## src/rtl/csm_pkg.sv

```systemverilog
package csm_pkg;

  typedef enum logic [1:0] {
    ST_IDLE      = 2'd0,
    ST_LOCKING   = 2'd1,
    ST_LOCKED    = 2'd2,
    ST_UNLOCKING = 2'd3
  } seqState_t;

  // strobes from the control to the counter datapath
  typedef struct packed {
    logic clear;
    logic inc;
  } cntStrobe_t;

endpackage

```

## src/rtl/csm_count.sv

```systemverilog
module csm_count import csm_pkg::*; #(
  parameter int SW_BASE         = 128,
  parameter int LOCK_WAIT_TICKS = 1536,
  parameter int UNLOCK_TICKS    = 16384,
  parameter int FIXED_CYCLES    = 132710
) (
  input  logic       clk,
  input  logic       rstN,
  input  cntStrobe_t strobe,
  input  logic [1:0] swCode,
  input  logic       unlockMode,
  output logic       hitSwitch,
  output logic       hitWait,
  output logic       hitUnlock
);

  localparam int SW_MAX = SW_BASE * 8;
  localparam int MAX_A  = (LOCK_WAIT_TICKS > SW_MAX) ? LOCK_WAIT_TICKS : SW_MAX;
  localparam int MAX_B  = (UNLOCK_TICKS > FIXED_CYCLES) ? UNLOCK_TICKS : FIXED_CYCLES;
  localparam int MAX_V  = (MAX_A > MAX_B) ? MAX_A : MAX_B;
  localparam int CW     = $clog2(MAX_V + 1) + 1;

  logic [CW-1:0] cnt;
  logic [CW-1:0] swTarget;
  logic [CW-1:0] unlockTarget;

  always_ff @(posedge clk) begin
    if (!rstN)             cnt <= '0;
    else if (strobe.clear) cnt <= '0;
    else if (strobe.inc)   cnt <= cnt + 1'b1;
  end

  always_comb begin
    swTarget     = CW'(SW_BASE) << swCode;
    unlockTarget = unlockMode ? CW'(FIXED_CYCLES) : CW'(UNLOCK_TICKS);
  end

  assign hitSwitch = (cnt >= swTarget);
  assign hitWait   = (cnt == CW'(LOCK_WAIT_TICKS));
  assign hitUnlock = (cnt == unlockTarget);

endmodule

```

## src/rtl/csm_ctrl.sv

```systemverilog
module csm_ctrl import csm_pkg::*; (
  input  logic       clk,
  input  logic       rstN,
  input  logic       pllLocked,
  input  logic       dataDetected,
  input  logic       xtalTick,
  input  logic       unlockMode,
  input  logic       hitSwitch,
  input  logic       hitWait,
  input  logic       hitUnlock,
  output cntStrobe_t strobe,
  output logic       muteActive,
  output logic       errFlag,
  output logic       srcSel
);

  seqState_t state;
  logic      startLock;
  logic      lostLock;

  assign startLock = (state == ST_IDLE) && pllLocked && dataDetected && xtalTick;
  assign lostLock  = !pllLocked && ((state == ST_LOCKING) || (state == ST_LOCKED));

  always_comb begin
    strobe.clear = startLock || lostLock;
    strobe.inc   = 1'b0;
    if (state == ST_LOCKING)   strobe.inc = xtalTick;
    if (state == ST_UNLOCKING) strobe.inc = unlockMode ? 1'b1 : xtalTick;
  end

  always_ff @(posedge clk) begin
    if (!rstN) begin
      state      <= ST_IDLE;
      muteActive <= 1'b0;
      errFlag    <= 1'b1;
      srcSel     <= 1'b0;
    end else if (lostLock) begin
      state      <= ST_UNLOCKING;
      muteActive <= 1'b1;
      errFlag    <= 1'b1;
      srcSel     <= 1'b0;
    end else begin
      case (state)
        ST_IDLE: begin
          if (startLock) begin
            state      <= ST_LOCKING;
            muteActive <= 1'b1;
          end
        end
        ST_LOCKING: begin
          if (hitSwitch) srcSel <= 1'b1;
          if (hitWait) begin
            state      <= ST_LOCKED;
            muteActive <= 1'b0;
            errFlag    <= 1'b0;
          end
        end
        ST_UNLOCKING: begin
          if (hitUnlock) begin
            state      <= ST_IDLE;
            muteActive <= 1'b0;
          end
        end
        default: ;
      endcase
    end
  end

endmodule

```

## src/rtl/clk_switch_mute.sv

```systemverilog
module clk_switch_mute import csm_pkg::*; #(
  parameter int SW_BASE         = 128,
  parameter int LOCK_WAIT_TICKS = 1536,
  parameter int UNLOCK_TICKS    = 16384,
  parameter int FIXED_CYCLES    = 132710
) (
  input  logic       clk,
  input  logic       rstN,
  input  logic       pllLocked,
  input  logic       dataDetected,
  input  logic       xtalTick,
  input  logic       cfgMutePol,
  input  logic [1:0] cfgSwitchDelay,
  input  logic       cfgUnlockMode,
  output logic       muteOut,
  output logic       errFlag,
  output logic       clkSrcSel
);

  cntStrobe_t strobe;
  logic       hitSwitch;
  logic       hitWait;
  logic       hitUnlock;
  logic       muteActive;

  csm_ctrl u_ctrl (
    .clk          (clk),
    .rstN         (rstN),
    .pllLocked    (pllLocked),
    .dataDetected (dataDetected),
    .xtalTick     (xtalTick),
    .unlockMode   (cfgUnlockMode),
    .hitSwitch    (hitSwitch),
    .hitWait      (hitWait),
    .hitUnlock    (hitUnlock),
    .strobe       (strobe),
    .muteActive   (muteActive),
    .errFlag      (errFlag),
    .srcSel       (clkSrcSel)
  );

  csm_count #(
    .SW_BASE         (SW_BASE),
    .LOCK_WAIT_TICKS (LOCK_WAIT_TICKS),
    .UNLOCK_TICKS    (UNLOCK_TICKS),
    .FIXED_CYCLES    (FIXED_CYCLES)
  ) u_count (
    .clk        (clk),
    .rstN       (rstN),
    .strobe     (strobe),
    .swCode     (cfgSwitchDelay),
    .unlockMode (cfgUnlockMode),
    .hitSwitch  (hitSwitch),
    .hitWait    (hitWait),
    .hitUnlock  (hitUnlock)
  );

  assign muteOut = cfgMutePol ? muteActive : !muteActive;

endmodule

```

## config.mk

```make
export PLATFORM = sky130hd
export DESIGN_NAME = clk_switch_mute
export DESIGN_NICKNAME = d
export VERILOG_FILES = /design/src/rtl/csm_pkg.sv /design/src/rtl/csm_count.sv /design/src/rtl/csm_ctrl.sv /design/src/rtl/clk_switch_mute.sv
export SDC_FILE = /design/constraint.sdc
export NUM_CORES = 1
export LEC_CHECK = 0
export ABC_CLOCK_PERIOD_IN_PS = 2000
export BUFFER_PORTS_ARGS = -buffer_cell sky130_fd_sc_hd__buf_2
export CORE_ASPECT_RATIO = 0.6
export CORE_UTILIZATION = 27
export CTS_CLUSTER_DIAMETER = 30
export DETAILED_ROUTE_END_ITERATION = 8
export GPL_TIMING_DRIVEN = 0
export SETUP_SLACK_MARGIN = 0.4
export SYNTH_ARGS = -nofsm -noshare
export SYNTH_HDL_FRONTEND = slang
export SYNTH_SLANG_ARGS = --single-unit
```

## constraint.sdc

```tcl
create_clock -name clk -period 2 [get_ports clk]
set_input_delay 0.4 -clock clk [delete_from_list [all_inputs] [get_ports clk]]
set_output_delay 0.4 -clock clk [all_outputs]
set_load 0.02 [all_outputs]
```

==> summary.md, run 1 <==
Adding up every negative setup slack in the final design gives 0 ns. The total die area is 5439 µm². The tools report the final setup violation count as 0. TritonCTS built the clock tree. The run finished with clean final reports. Clock tree synthesis inserted a total of 3 buffers.

12 I/O pins were placed. The commonest cells after synthesis are 23 x sky130_fd_sc_hd__dfxtp_1, 23 x sky130_fd_sc_hd__nor2_1, 18 x sky130_fd_sc_hd__nand2_1, 16 x sky130_fd_sc_hd__xor2_1, 10 x sky130_fd_sc_hd__ha_1. On the critical path, the stage with the largest delay is an instance of sky130_fd_sc_hd__or4_4.

The tools report the detailed-routed wire length on met2 as 1.175 mm. The share of the yosys chip area belonging to registers was 0.3318; the worst relative slew slack was 0.7629. The number of max-slew violations in the final report was 0; the clock latency of the later-clocked register in the worst-skew pair was 0.27 ns.

At the end of routability-driven placement, the weighted congestion stood at 0.8016. The minimum setup slack after placement was 0.1424 ns. The routed length on met1 was 1.713 mm; the number of routed nets with antenna violations was 0. The netlist uses 36 different library cells. The total of flip-flops plus latches after synthesis is 23, and the total wirelength of the detailed-routed design is 3.050 mm. In the routed design, unresolved DRC markers number 0. The average wire per cell in the routed design came out at 12.50 µm. The analysis attributes to cell leakage a power of 0.6455 nW. Overall power consumption after layout is estimated at 1.169 mW. Number of iterations in the first detailed-routing pass: 4. Summed over all layers, the global routing overflow is 0. The area added between synthesis and finish was 24.35%. Worst setup path category: flop to flop. The maximum resistive drop on vdd was 0.2241 mV; the clock tree skew after final layout was 0.005091 ns. Total global-route track usage: 0.1221. The launching element type of the critical path is a flop. The number of clock sinks is 23.

Worst-margin pin slew: 0.3556 ns. Max-cap violations in this run came to 0. The top cell type by total area after synthesis is sky130_fd_sc_hd__dfxtp_1. The post-detailed-route via-to-cell ratio is 4.713, and the number of synthesized flops with an enable pin is 0.

The critical path goes through or4_4 > nor3_4 > o2111ai_2 > a211oi_2 > mux2i_1. The number of design-rule violations left by the first detailed-router iteration is 74. Once detailed placement completed, the half-perimeter wirelength came to 2.242 mm. The run gives 0.2918 as the initial core utilization. The run gives 201 as the number of nets in the final layout.

The initial antenna violation count is 0. In this run the worst hold path is classified as input pin to flop. The final worst-path cycle share is 0.9091.

The dominant synthesized flop cell is sky130_fd_sc_hd__dfxtp_1. Wire length of the first global-routing pass: 5.078 mm. Synthesized netlist net count: 178. The number of placed cells counting well taps is 233, and the upper clock frequency limit is 550.0 MHz.

In this run the horizontal extent of the chip is 94.55 µm. The post-synthesis instance area is 1388 µm², and the via count is 1150. The cell sitting at the root of the clock tree is a sky130_fd_sc_hd__clkbuf_8. Fraction of post-synthesis cell area in the top cell type by area: 0.3318. The logs give 0 for the antenna diode instance count and 1 for the H-tree depth reported by CTS.

The share of synthesized registers carrying an async set or reset was 0; the number of rows created at floorplan was 19. The layout cell share with drive strength beyond 1 is 0.2928, and the height of the die is 57.53 µm. The sort of element at the end of the critical path was a flop. The core region area was 4755 µm².

By area the synthesized netlist is led by sky130_fd_sc_hd__dfxtp_1 33%, sky130_fd_sc_hd__xor2_1 10%, sky130_fd_sc_hd__ha_1 9.0%. For the synthesized instance count, the log shows 159. After layout, the worst setup slack is 0.1818 ns. Setup repair after global routing could not meet its margin everywhere. In this design, the stage delay of the slowest critical-path cell is 0.56 ns. The required time at the endpoint of the critical path was 2.20 ns. After clock tree synthesis, the clock-pin slew on the worst setup and hold paths is 0.09 ns. Entering global routing, the biggest net connects 13 pins.

The non-filler instance count after layout is 244, and the total count of hold-check failures in the final report is 0. In this run the top signal layer used is met3. The amount of wire on met3 after detailed routing was 161 µm; the number of I/O port buffers was 11.

The post-route minimum period was 1.818 ns. The number of global-route vias before repair was 1035; the maximum count of clock buffers along a single path was 2. Yosys printed 0 warnings. The worst path arrival time was 2.01 ns; the power per standard cell area was 677.6 nW/µm².

The mean instance size in the synthesized netlist is 8.727 µm². In this run the worst path has a maximum fanout of 3.
[area by class of cell]
| cell class | count | area [µm²] |
|---|---|---|
| fill | 498 | 3029 |
| multi-input combinational | 126 | 973.4 |
| sequential | 23 | 473.0 |
| timing repair buffer | 18 | 107.6 |
| tap | 63 | 78.83 |
| clock buffer | 4 | 45.04 |
| buffer | 5 | 28.78 |
| inverter | 5 | 18.77 |
[final timing paths]
kind,cells after the start,start,endpoint,slack (ns)
worst max register to register,5,u_count.cnt[12]$_SDFFE_PP0P_,u_ctrl.muteActive$_SDFFE_PN0P_,0.18
worst max-delay path,5,u_count.cnt[12]$_SDFFE_PP0P_,u_ctrl.muteActive$_SDFFE_PN0P_,0.18
worst min-delay path,3,rstN,u_ctrl.muteActive$_SDFFE_PN0P_,0.42
worst min register to register,2,u_ctrl.errFlag$_SDFFE_PP1P_,u_ctrl.errFlag$_SDFFE_PP1P_,0.47
[through the flow]
step | hold WS, ns | area [µm²] | util
CTS | 0.4076 | 1675 | 0.3524
global route | 0.4310 | 1725 | 0.3629
global placement | 0.4481 | 1548 | 0.3255
floorplan | 0.4540 | 1414 | -
finish | 0.4222 | 1725 | 0.3629
detailed placement | 0.4483 | 1548 | 0.3255
[where the power goes]
part           switching, mW  internal [mW]
clock                  0.158          0.143
sequential            0.0355          0.482
combinational          0.204          0.146
[state kept, by name, summed over array words and instances, names as in the netlist]
name / flops
u_ctrl.state: 1
u_ctrl.srcSel: 1
u_ctrl.muteActive: 1
u_ctrl.errFlag: 1
u_count.cnt: 19
[routing by layer]
| metal | track usage | up-vias |
|---|---|---|
| met5 | 0 | - |
| met4 | 0.01948 | 0 |
| met3 | 0.03600 | 0 |
| met2 | 0.1553 | 20 |
| met1 | 0.1973 | 532 |
| li1 | - | 598 |
[cell usage in the layout, fill, tap and decap left out, types with 3 or more instances in the layout]
cell and count:
sky130_fd_sc_hd__nand3_1 6, sky130_fd_sc_hd__xnor2_1 4, sky130_fd_sc_hd__xor2_1 16, sky130_fd_sc_hd__buf_4 7, sky130_fd_sc_hd__and3_1 4, sky130_fd_sc_hd__ha_1 8
sky130_fd_sc_hd__clkbuf_8 3, sky130_fd_sc_hd__inv_1 4, sky130_fd_sc_hd__nand4_1 9, sky130_fd_sc_hd__dfxtp_2 7, sky130_fd_sc_hd__dfxtp_1 15, sky130_fd_sc_hd__nand2b_1 4
sky130_fd_sc_hd__nand2_1 16, sky130_fd_sc_hd__o21ai_0 3, sky130_fd_sc_hd__buf_2 12, sky130_fd_sc_hd__nor2_1 23
[critical path, delay by kind of cell, from the launching register on]
family	cells	cell delay, ns
AOI/OAI and AO/OA	2	0.49
DFF	1	0.33
muxes	1	0.23
and+or+nand+nor	2	0.70
[cell families (layout without fill, tap and decap cells)]
family,count (synthesis),in the layout,share of synthesized area
flops,23,23,0.3318
xor+xnor,20,20,0.1262
simple gates,78,78,0.2994
buf+inv,10,32,0.02886
fa+ha+maj,10,10,0.09017
compound gates,16,16,0.1091
mux,2,2,0.01443
[repair_timing]
| item | 4_1_cts | 5_1_grt |
|---|---|---|
| hold buffers | 0 | 0 |
| endpoints found under the setup margin | 21 | 20 |
| buffers inserted | 7 | 0 |
| pin swaps | 4 | 3 |
| gates resized for setup | 12 | 11 |
No activity file was read; power rests on OpenSTA's default activity.
==> run 2: changes to the inputs <==
--- a/config.mk
+++ b/config.mk
@@ -12,6 +12,7 @@
 export CTS_CLUSTER_DIAMETER = 30
 export DETAILED_ROUTE_END_ITERATION = 8
 export GPL_TIMING_DRIVEN = 0
+export RECOVER_POWER = 50
 export SETUP_SLACK_MARGIN = 0.4
 export SYNTH_ARGS = -nofsm -noshare
 export SYNTH_HDL_FRONTEND = slang
==> run 2 against run 1 <==
Compared with the run above: sequential share of layout area rose by 0.24 points; clock power about the same; sequential cell count stayed put.
==> summary.md, run 2 (synthesized netlist as in run 1, its figures left out) <==
The tools report the total count of hold-check failures in the final report as 0 (unchanged). The flow ran to the end, and the final reports show no timing, DRC or antenna violations. The tools report the number of rows created at floorplan as 19 (unchanged). The clock latency of the later-clocked register in the worst-skew pair is 0.27 ns (about the same), and the number of remaining DRC errors is 0 (unchanged).

The hold buffer count at cts came out at 0 (unchanged). The run gives 0.7636 mW (-0.94%) as the internal power. Highest routed metal layer: met3.

The biggest cell delay along the critical path was 0.57 ns (about the same); the worst hold slack was 0.4172 ns (-0.005012 ns). The run gives 23 (unchanged) as the number of clock sinks. Setup repair after global routing could not meet its margin everywhere. The total die area came out at 5439 µm² (unchanged). For the number of design-rule violations left by the first detailed-router iteration, the log shows 74 (unchanged). The average wire per cell in the routed design came out at 12.55 µm (+0.39%).

The total congestion overflow is 0 (unchanged). The via count is 1173 (+2.0%), and the maximum resistive drop on vdd is 0.2217 mV (-1.1%). Worst path arrival time: 2.02 ns (about the same). The area added between synthesis and finish was 23.26%. Largest fanout on the critical path: 3 (unchanged). Worst-margin pin slew: 0.3753 ns (+0.01973 ns). The tools report the launching element type of the critical path as a flop. The run gives 0.260 (+0.003) as the fraction of power consumed by the clock network. The largest individual stage delay along the critical path comes from the cell sky130_fd_sc_hd__or4_4.

The post-detailed-route via-to-cell ratio is 4.807 (+2.0%), and the number of iterations in the first detailed-routing pass is 4 (unchanged). The power after layout was 1.162 mW (-0.65%); the core region area was 4755 µm² (unchanged). Largest register by flop count: u_count.cnt.

The number of I/O port buffers works out to 11 (unchanged). The power per standard cell area is 679.1 nW/µm² (+0.22%), and the total global-route track usage is 0.1221 (unchanged). The run gives 548.2 MHz (-0.33%) as the upper clock frequency limit. The number of nets in the final layout was 201 (unchanged). The worst setup path is captured at a flop. The tools report the maximum count of clock buffers along a single path as 2 (unchanged). The final worst-path cycle share came out at 0.9122 (+0.003049).

The layout cell share with drive strength beyond 1 came out at 0.2597 (-0.03315). Total wirelength of the detailed-routed design: 3.062 mm (+0.39%). The run gives 1035 (unchanged) as the number of global-route vias before repair. Clock tree synthesis selected as its root buffer the cell sky130_fd_sc_hd__clkbuf_8.

Clock tree skew after final layout: 0.005857 ns (+0.0007663 ns). The worst setup path category is flop to flop. Post-route minimum period: 1.824 ns (+0.006098 ns). The number of routed nets with antenna violations was 0 (unchanged). In the layout the commonest cells are 23 x sky130_fd_sc_hd__nor2_1, 16 x sky130_fd_sc_hd__nand2_1, 16 x sky130_fd_sc_hd__xor2_1.

The tools report the setup TNS as 0 ns (unchanged). The tools report the amount of wire on met3 after detailed routing as 179 µm (+11%). The clock slew at the register clock pins of the worst setup and hold paths was 0.09 ns (about the same); the core occupancy in the finished layout was 0.3597 (-0.003158).

The share of total power consumed by net switching was 0.3426 (+0.001923); the number of clock buffers inserted by TritonCTS was 3 (unchanged). The tools report the wire length of the first global-routing pass as 5.078 mm (unchanged). TritonCTS built the clock tree. Required time at the endpoint of the critical path: 2.20 ns (about the same).

The library cell used most frequently in the layout, excluding fill and tap cells, is sky130_fd_sc_hd__nor2_1. The flip-flop count of the largest register after layout was 19 (unchanged). For the H-tree depth reported by CTS, the log shows 1 (unchanged).

The count of max-cap constraint violations is 0 (unchanged). Traced cell by cell, the critical path runs through or4_4 > nor3_4 > o2111ai_2 > a211oi_2 > mux2i_1. The run gives 0.7483 (-0.01466) as the worst relative slew slack. Number of max-slew violations in the final report: 0 (unchanged).

The run gives 0.1424 ns (unchanged) as the minimum setup slack after placement. The detailed placer's ending HPWL was 2.242 mm (unchanged); the height of the die was 57.53 µm (unchanged). The power share of the sequential group is 0.446 (+0.003), and the portion of total power attributed to combinational logic is 0.294 (-0.006). The post-layout worst setup margin was 0.1757 ns (-0.006098 ns). The run gives 0 (unchanged) as the initial antenna violation count. The worst hold-check path type was input pin to flop.

The die extent in x was 94.55 µm (unchanged). The initial core utilization is 0.2918 (unchanged). The tools report the detailed-routed wire length on met2 as 1.201 mm (+2.2%).

The routability congestion estimate was 0.8016 (unchanged); the net switching power figure was 0.3980 mW (about the same). The leakage power figure came out at 0.6301 nW (-2.4%). The final setup violation count came out at 0 (unchanged). The antenna diode instance count was 0 (unchanged); the routed length on met1 was 1.681 mm (-1.9%). The logs give 13 (unchanged) for the maximum number of pins on one net before global-route repair and 12 (unchanged) for the number of top-level design ports.
[run 2: final timing paths]
check                          startpoint                        endpoint  slack, ns  cells past startpoint
max reg2reg  u_count.cnt[12]$_SDFFE_PP0P_  u_ctrl.muteActive$_SDFFE_PN0P_       0.18                      5
min reg2reg   u_ctrl.errFlag$_SDFFE_PP1P_     u_ctrl.errFlag$_SDFFE_PP1P_       0.47                      2
max          u_count.cnt[12]$_SDFFE_PP0P_  u_ctrl.muteActive$_SDFFE_PN0P_       0.18                      5
min                                  rstN  u_ctrl.muteActive$_SDFFE_PN0P_       0.42                      3
[run 2: power groups by stage]
stage	logic [mW]	clock network (mW)	registers [mW]
2_1_floorplan	0.245	0	0.513
3_3_place_gp	0.324	0	0.517
3_5_place_dp	0.322	0	0.517
4_1_cts	0.340	0.311	0.512
5_1_grt	0.388	0.328	0.521
6_report	0.341	0.302	0.518
[run 2: critical path: cells and delay by family, from the launching register on]
kind | cells | cell delay (ns)
AND/OR/NAND/NOR | 2 | 0.71
multiplexers | 1 | 0.23
AO/OA/AOI/OAI | 2 | 0.49
flip-flops | 1 | 0.33
[run 2: metal layers]
metal / global-route usage / up-vias
li1: - / 598
met1: 0.1973 / 549
met2: 0.1553 / 26
met3: 0.03600 / 0
met4: 0.01948 / 0
met5: 0 / -
[run 2: metrics by stage]
step                cell area [µm²]  cells
detailed placement             1548    233
CTS                            1675    244
global placement               1548    233
global route                   1710    244
floorplan                      1414    159
finish                         1710    244
[run 2: final cells by class]
class                           count  area (µm²)
Clock buffer                        4       45.04
Multi-Input combinational cell    126       965.9
Sequential cell                    23       473.0
Buffer                              5       28.78
Timing Repair Buffer               18       100.1
Inverter                            5       18.77
Tap cell                           63       78.83
Fill cell                         501        3044
[run 2: timing repair]
action,in CTS,in global routing
gates resized for setup,12,11
gates cloned,0,0
setup buffers,7,0
endpoints found under the setup margin,21,20
pin swaps,4,3
==> run 3: changes to the inputs <==
--- a/config.mk
+++ b/config.mk
@@ -5,7 +5,7 @@
 export SDC_FILE = /design/constraint.sdc
 export NUM_CORES = 1
 export LEC_CHECK = 0
-export ABC_CLOCK_PERIOD_IN_PS = 2000
+export ABC_CLOCK_PERIOD_IN_PS = 2200
 export BUFFER_PORTS_ARGS = -buffer_cell sky130_fd_sc_hd__buf_2
 export CORE_ASPECT_RATIO = 0.6
 export CORE_UTILIZATION = 27
==> constraint.sdc (replaced) <==
create_clock -name clk -period 2.2 [get_ports clk]
set_input_delay 0.44 -clock clk [delete_from_list [all_inputs] [get_ports clk]]
set_output_delay 0.44 -clock clk [all_outputs]
set_load 0.02 [all_outputs]
==> run 3 against run 2 <==
Compared with the run above: clock skew grew 0.0015 ns; sequential share of layout area grew 0.65 points; worst hold slack gained 0.049 ns; sequential power shrank 11%; worst setup slack gained 0.066 ns; maximum frequency shrank 6.8%; global-route usage is essentially flat; cell count shrank 1.6%; non-clock buffer count shrank 4; utilization shrank 1.1 points; largest cell class unchanged; highest routed layer is now met4.
==> summary.md, run 3 (synthesized netlist as in run 1, its figures left out) <==
Net switching power figure: 0.3735 mW (-6.1%). The filler cell count was 498 (-0.60%). Required time at the endpoint of the critical path: 2.35 ns (+0.15 ns). The library cells used most frequently in the layout, excluding fill and tap cells, are 23 x sky130_fd_sc_hd__nor2_1, 18 x sky130_fd_sc_hd__dfxtp_1, 16 x sky130_fd_sc_hd__nand2_1, 16 x sky130_fd_sc_hd__xor2_1, 11 x sky130_fd_sc_hd__buf_2. The number of nets in the final layout was 197 (-2.0%). The run gives 19 (unchanged) as the number of rows created at floorplan. The share of total power consumed by net switching was 0.3496 (+0.006974); the worst path arrival time was 2.11 ns (+0.09 ns). The post-detailed-route via-to-cell ratio was 4.758 (-1.0%). The number of iterations in the first detailed-routing pass is 4 (unchanged), and the fraction of power consumed by the clock network is 0.262 (+0.002). Flip-flop count of the largest register after layout: 19 (unchanged). The maximum number of pins on one net before global-route repair is 15 (+2), and the worst relative slew slack is 0.6781 (-0.07020).

In this design, the critical path's most frequently occurring cell is sky130_fd_sc_hd__nand2b_1. The final worst-path cycle share is 0.8900 (-0.02214). The die extent in x was 94.55 µm (unchanged); the total congestion overflow was 0 (unchanged). Number of clock buffers inserted by TritonCTS: 3 (unchanged). Ranked by flip-flop count, first place goes to u_count.cnt. For the number of remaining DRC errors, the log shows 0 (unchanged). The biggest cell delay along the critical path works out to 0.48 ns (-0.09 ns). The area added between synthesis and finish is 19.48%, and the number of routed nets with antenna violations is 0 (unchanged). The post-route minimum period works out to 1.958 ns (+0.1337 ns).

The routability congestion estimate is 0.8059 (+0.54%), and the total count of hold-check failures in the final report is 0 (unchanged). The logs give 2.215 mm (-1.2%) for the detailed placer's ending HPWL and 0.6949 mW (-9.0%) for the internal power. The tools report the number of max-slew violations in the final report as 0 (unchanged).

The worst-margin pin slew was 0.4754 ns (+0.1000 ns). The largest fanout on the critical path works out to 5 (+2). Walking the worst path, the cells encountered are inv_1 > ha_1 > nand2b_1 > nand2b_1 > o311ai_1 > a211oi_4 > mux2i_1.

The maximum count of clock buffers along a single path is 2 (unchanged). The number of I/O port buffers is 11 (unchanged). Launching element type of the critical path: a flop.

The average wire per cell in the routed design was 12.85 µm (+2.4%). The buffering stage count on the worst path with inverters included was 1 (+1). Portion of total power attributed to combinational logic: 0.306 (+0.012). The clock slew at the register clock pins of the worst setup and hold paths is 0.08 ns (about the same), and the upper clock frequency limit is 510.7 MHz (-6.8%). Most common cell after layout, fill and taps aside: sky130_fd_sc_hd__nor2_1. The flow ran to the end, and the final reports show no timing, DRC or antenna violations. Setup repair after global routing could not meet its margin everywhere. The run gives 0.6057 nW (-3.9%) as the leakage power figure. On the critical path, the stage with the largest delay is an instance of sky130_fd_sc_hd__dfxtp_1. The clock tree skew after final layout is 0.007397 ns (+0.001539 ns).

The number of top-level design ports is 12 (unchanged), and the power per standard cell area is 644.5 nW/µm² (-5.1%). For the number of global-route vias before repair, the log shows 1010 (-2.4%). The master cell of the clock root buffer is sky130_fd_sc_hd__clkbuf_8. The tools report the setup TNS as 0 ns (unchanged). TritonCTS built the clock tree. The layout cell share with drive strength beyond 1 was 0.2429 (-0.01673). The total die area was 5439 µm² (unchanged). The core region area came out at 4755 µm² (unchanged). The worst setup path is of the flop to flop kind. The final setup violation count is 0 (unchanged). H-tree depth reported by CTS: 1 (unchanged). For the sequential cell area, the log shows 469.2 µm² (-0.79%). The antenna diode instance count was 0 (unchanged); the worst hold slack was 0.4658 ns (+0.04858 ns). The run gives 0.27 ns (about the same) as the clock latency of the later-clocked register in the worst-skew pair. Number of clock sinks: 23 (unchanged).

The logs give 0 (unchanged) for the initial antenna violation count and 940.9 µm² (-2.6%) for the multi-input combinational cell area. Hold buffer count at cts: 0 (unchanged). The run gives 5.099 mm (+0.41%) as the wire length of the first global-routing pass. The worst hold-check path type is input pin to flop. The run gives 1142 (-2.6%) as the via count. The power share of the sequential group is 0.433 (-0.013), and the total global-route track usage is 0.1217 (-0.0003529). The maximum resistive drop on vdd was 0.2439 mV (+10%); the initial core utilization was 0.2918 (unchanged).

The run gives 3.083 mm (+0.69%) as the total wirelength of the detailed-routed design. The height of the die is 57.53 µm (unchanged), and the number of design-rule violations left by the first detailed-router iteration is 44 (-41%). The tools report the count of max-cap constraint violations as 0 (unchanged). The kind of cell adding the most delay to the critical path is compound AO/OA/AOI/OAI gates. The worst setup path is captured at a flop.
run 3: cell types whose count changed in the layout (fill, tap and decap cells not counted), sizes merged:
cell,before,now
buf,15,14
clkinvlp,0,1
clkbuf,12,8
run 3: power groups by stage:
stage | clock, mW | combinational (mW) | sequential, mW
after floorplan | 0 | 0.208 | 0.463
after global routing | 0.315 | 0.359 | 0.468
after global placement | 0 | 0.274 | 0.467
final | 0.280 | 0.327 | 0.462
after CTS | 0.291 | 0.294 | 0.457
after detailed placement | 0 | 0.279 | 0.467
run 3: layout make-up:
| class | instances | share of cell area |
|---|---|---|
| multi-input combinational | 126 | 0.5675 |
| clock buffer | 3 | 0.02491 |
| tap | 63 | 0.04755 |
| clock inverter | 1 | 0.004528 |
| sequential | 23 | 0.2830 |
| buffer | 5 | 0.01585 |
| inverter | 5 | 0.01132 |
| timing repair buffer | 14 | 0.04528 |
run 3: timing repair:
item | CTS | global route
pin swaps | 7 | 1
resized for setup | 15 | 9
buffers inserted | 3 | 0
setup endpoints to repair | 20 | 18
run 3: per-stage QoR:
step	utilization	cells	cell area (µm²)	setup slack (ns)	power, mW
6_report	0.3487	240	1658	0.2420	1.068
4_1_cts	0.3424	240	1628	0.3610	1.042
3_5_place_dp	0.3200	233	1521	0.1053	0.7460
3_3_place_gp	0.3200	233	1521	0.1275	0.7408
5_1_grt	0.3487	240	1658	0.1139	1.142
2_1_floorplan	-	159	1388	0.4846	0.6709
run 3: final timing paths:
kind / from / cells after the start / end / slack, ns
min: rstN / 3 / u_ctrl.muteActive$_SDFFE_PN0P_ / 0.47
max reg2reg: u_ctrl.muteActive$_SDFFE_PN0P_ / 7 / u_ctrl.state[1]$_SDFFE_PN0P_ / 0.24
max: u_ctrl.muteActive$_SDFFE_PN0P_ / 7 / u_ctrl.state[1]$_SDFFE_PN0P_ / 0.24
min reg2reg: u_ctrl.errFlag$_SDFFE_PP1P_ / 2 / u_ctrl.errFlag$_SDFFE_PP1P_ / 0.47
run 3: routing by layer:
metal | GRT usage | part of all wire | vias up
met5 | 0 | 0 | -
met2 | 0.1542 | 0.38 | 17
met3 | 0.04000 | 0.042 | 2
li1 | - | - | 594
met1 | 0.1921 | 0.57 | 529
met4 | 0.02597 | 0.0062 | 0
run 3: worst register-to-register path, cell delays in order (launching register included):
cell and delay, ns:
sky130_fd_sc_hd__dfxtp_1 0.48, sky130_fd_sc_hd__inv_1 0.11, sky130_fd_sc_hd__ha_1 0.31, sky130_fd_sc_hd__nand2b_1 0.16
sky130_fd_sc_hd__nand2b_1 0.11, sky130_fd_sc_hd__o311ai_1 0.43, sky130_fd_sc_hd__a211oi_4 0.10, sky130_fd_sc_hd__mux2i_1 0.14
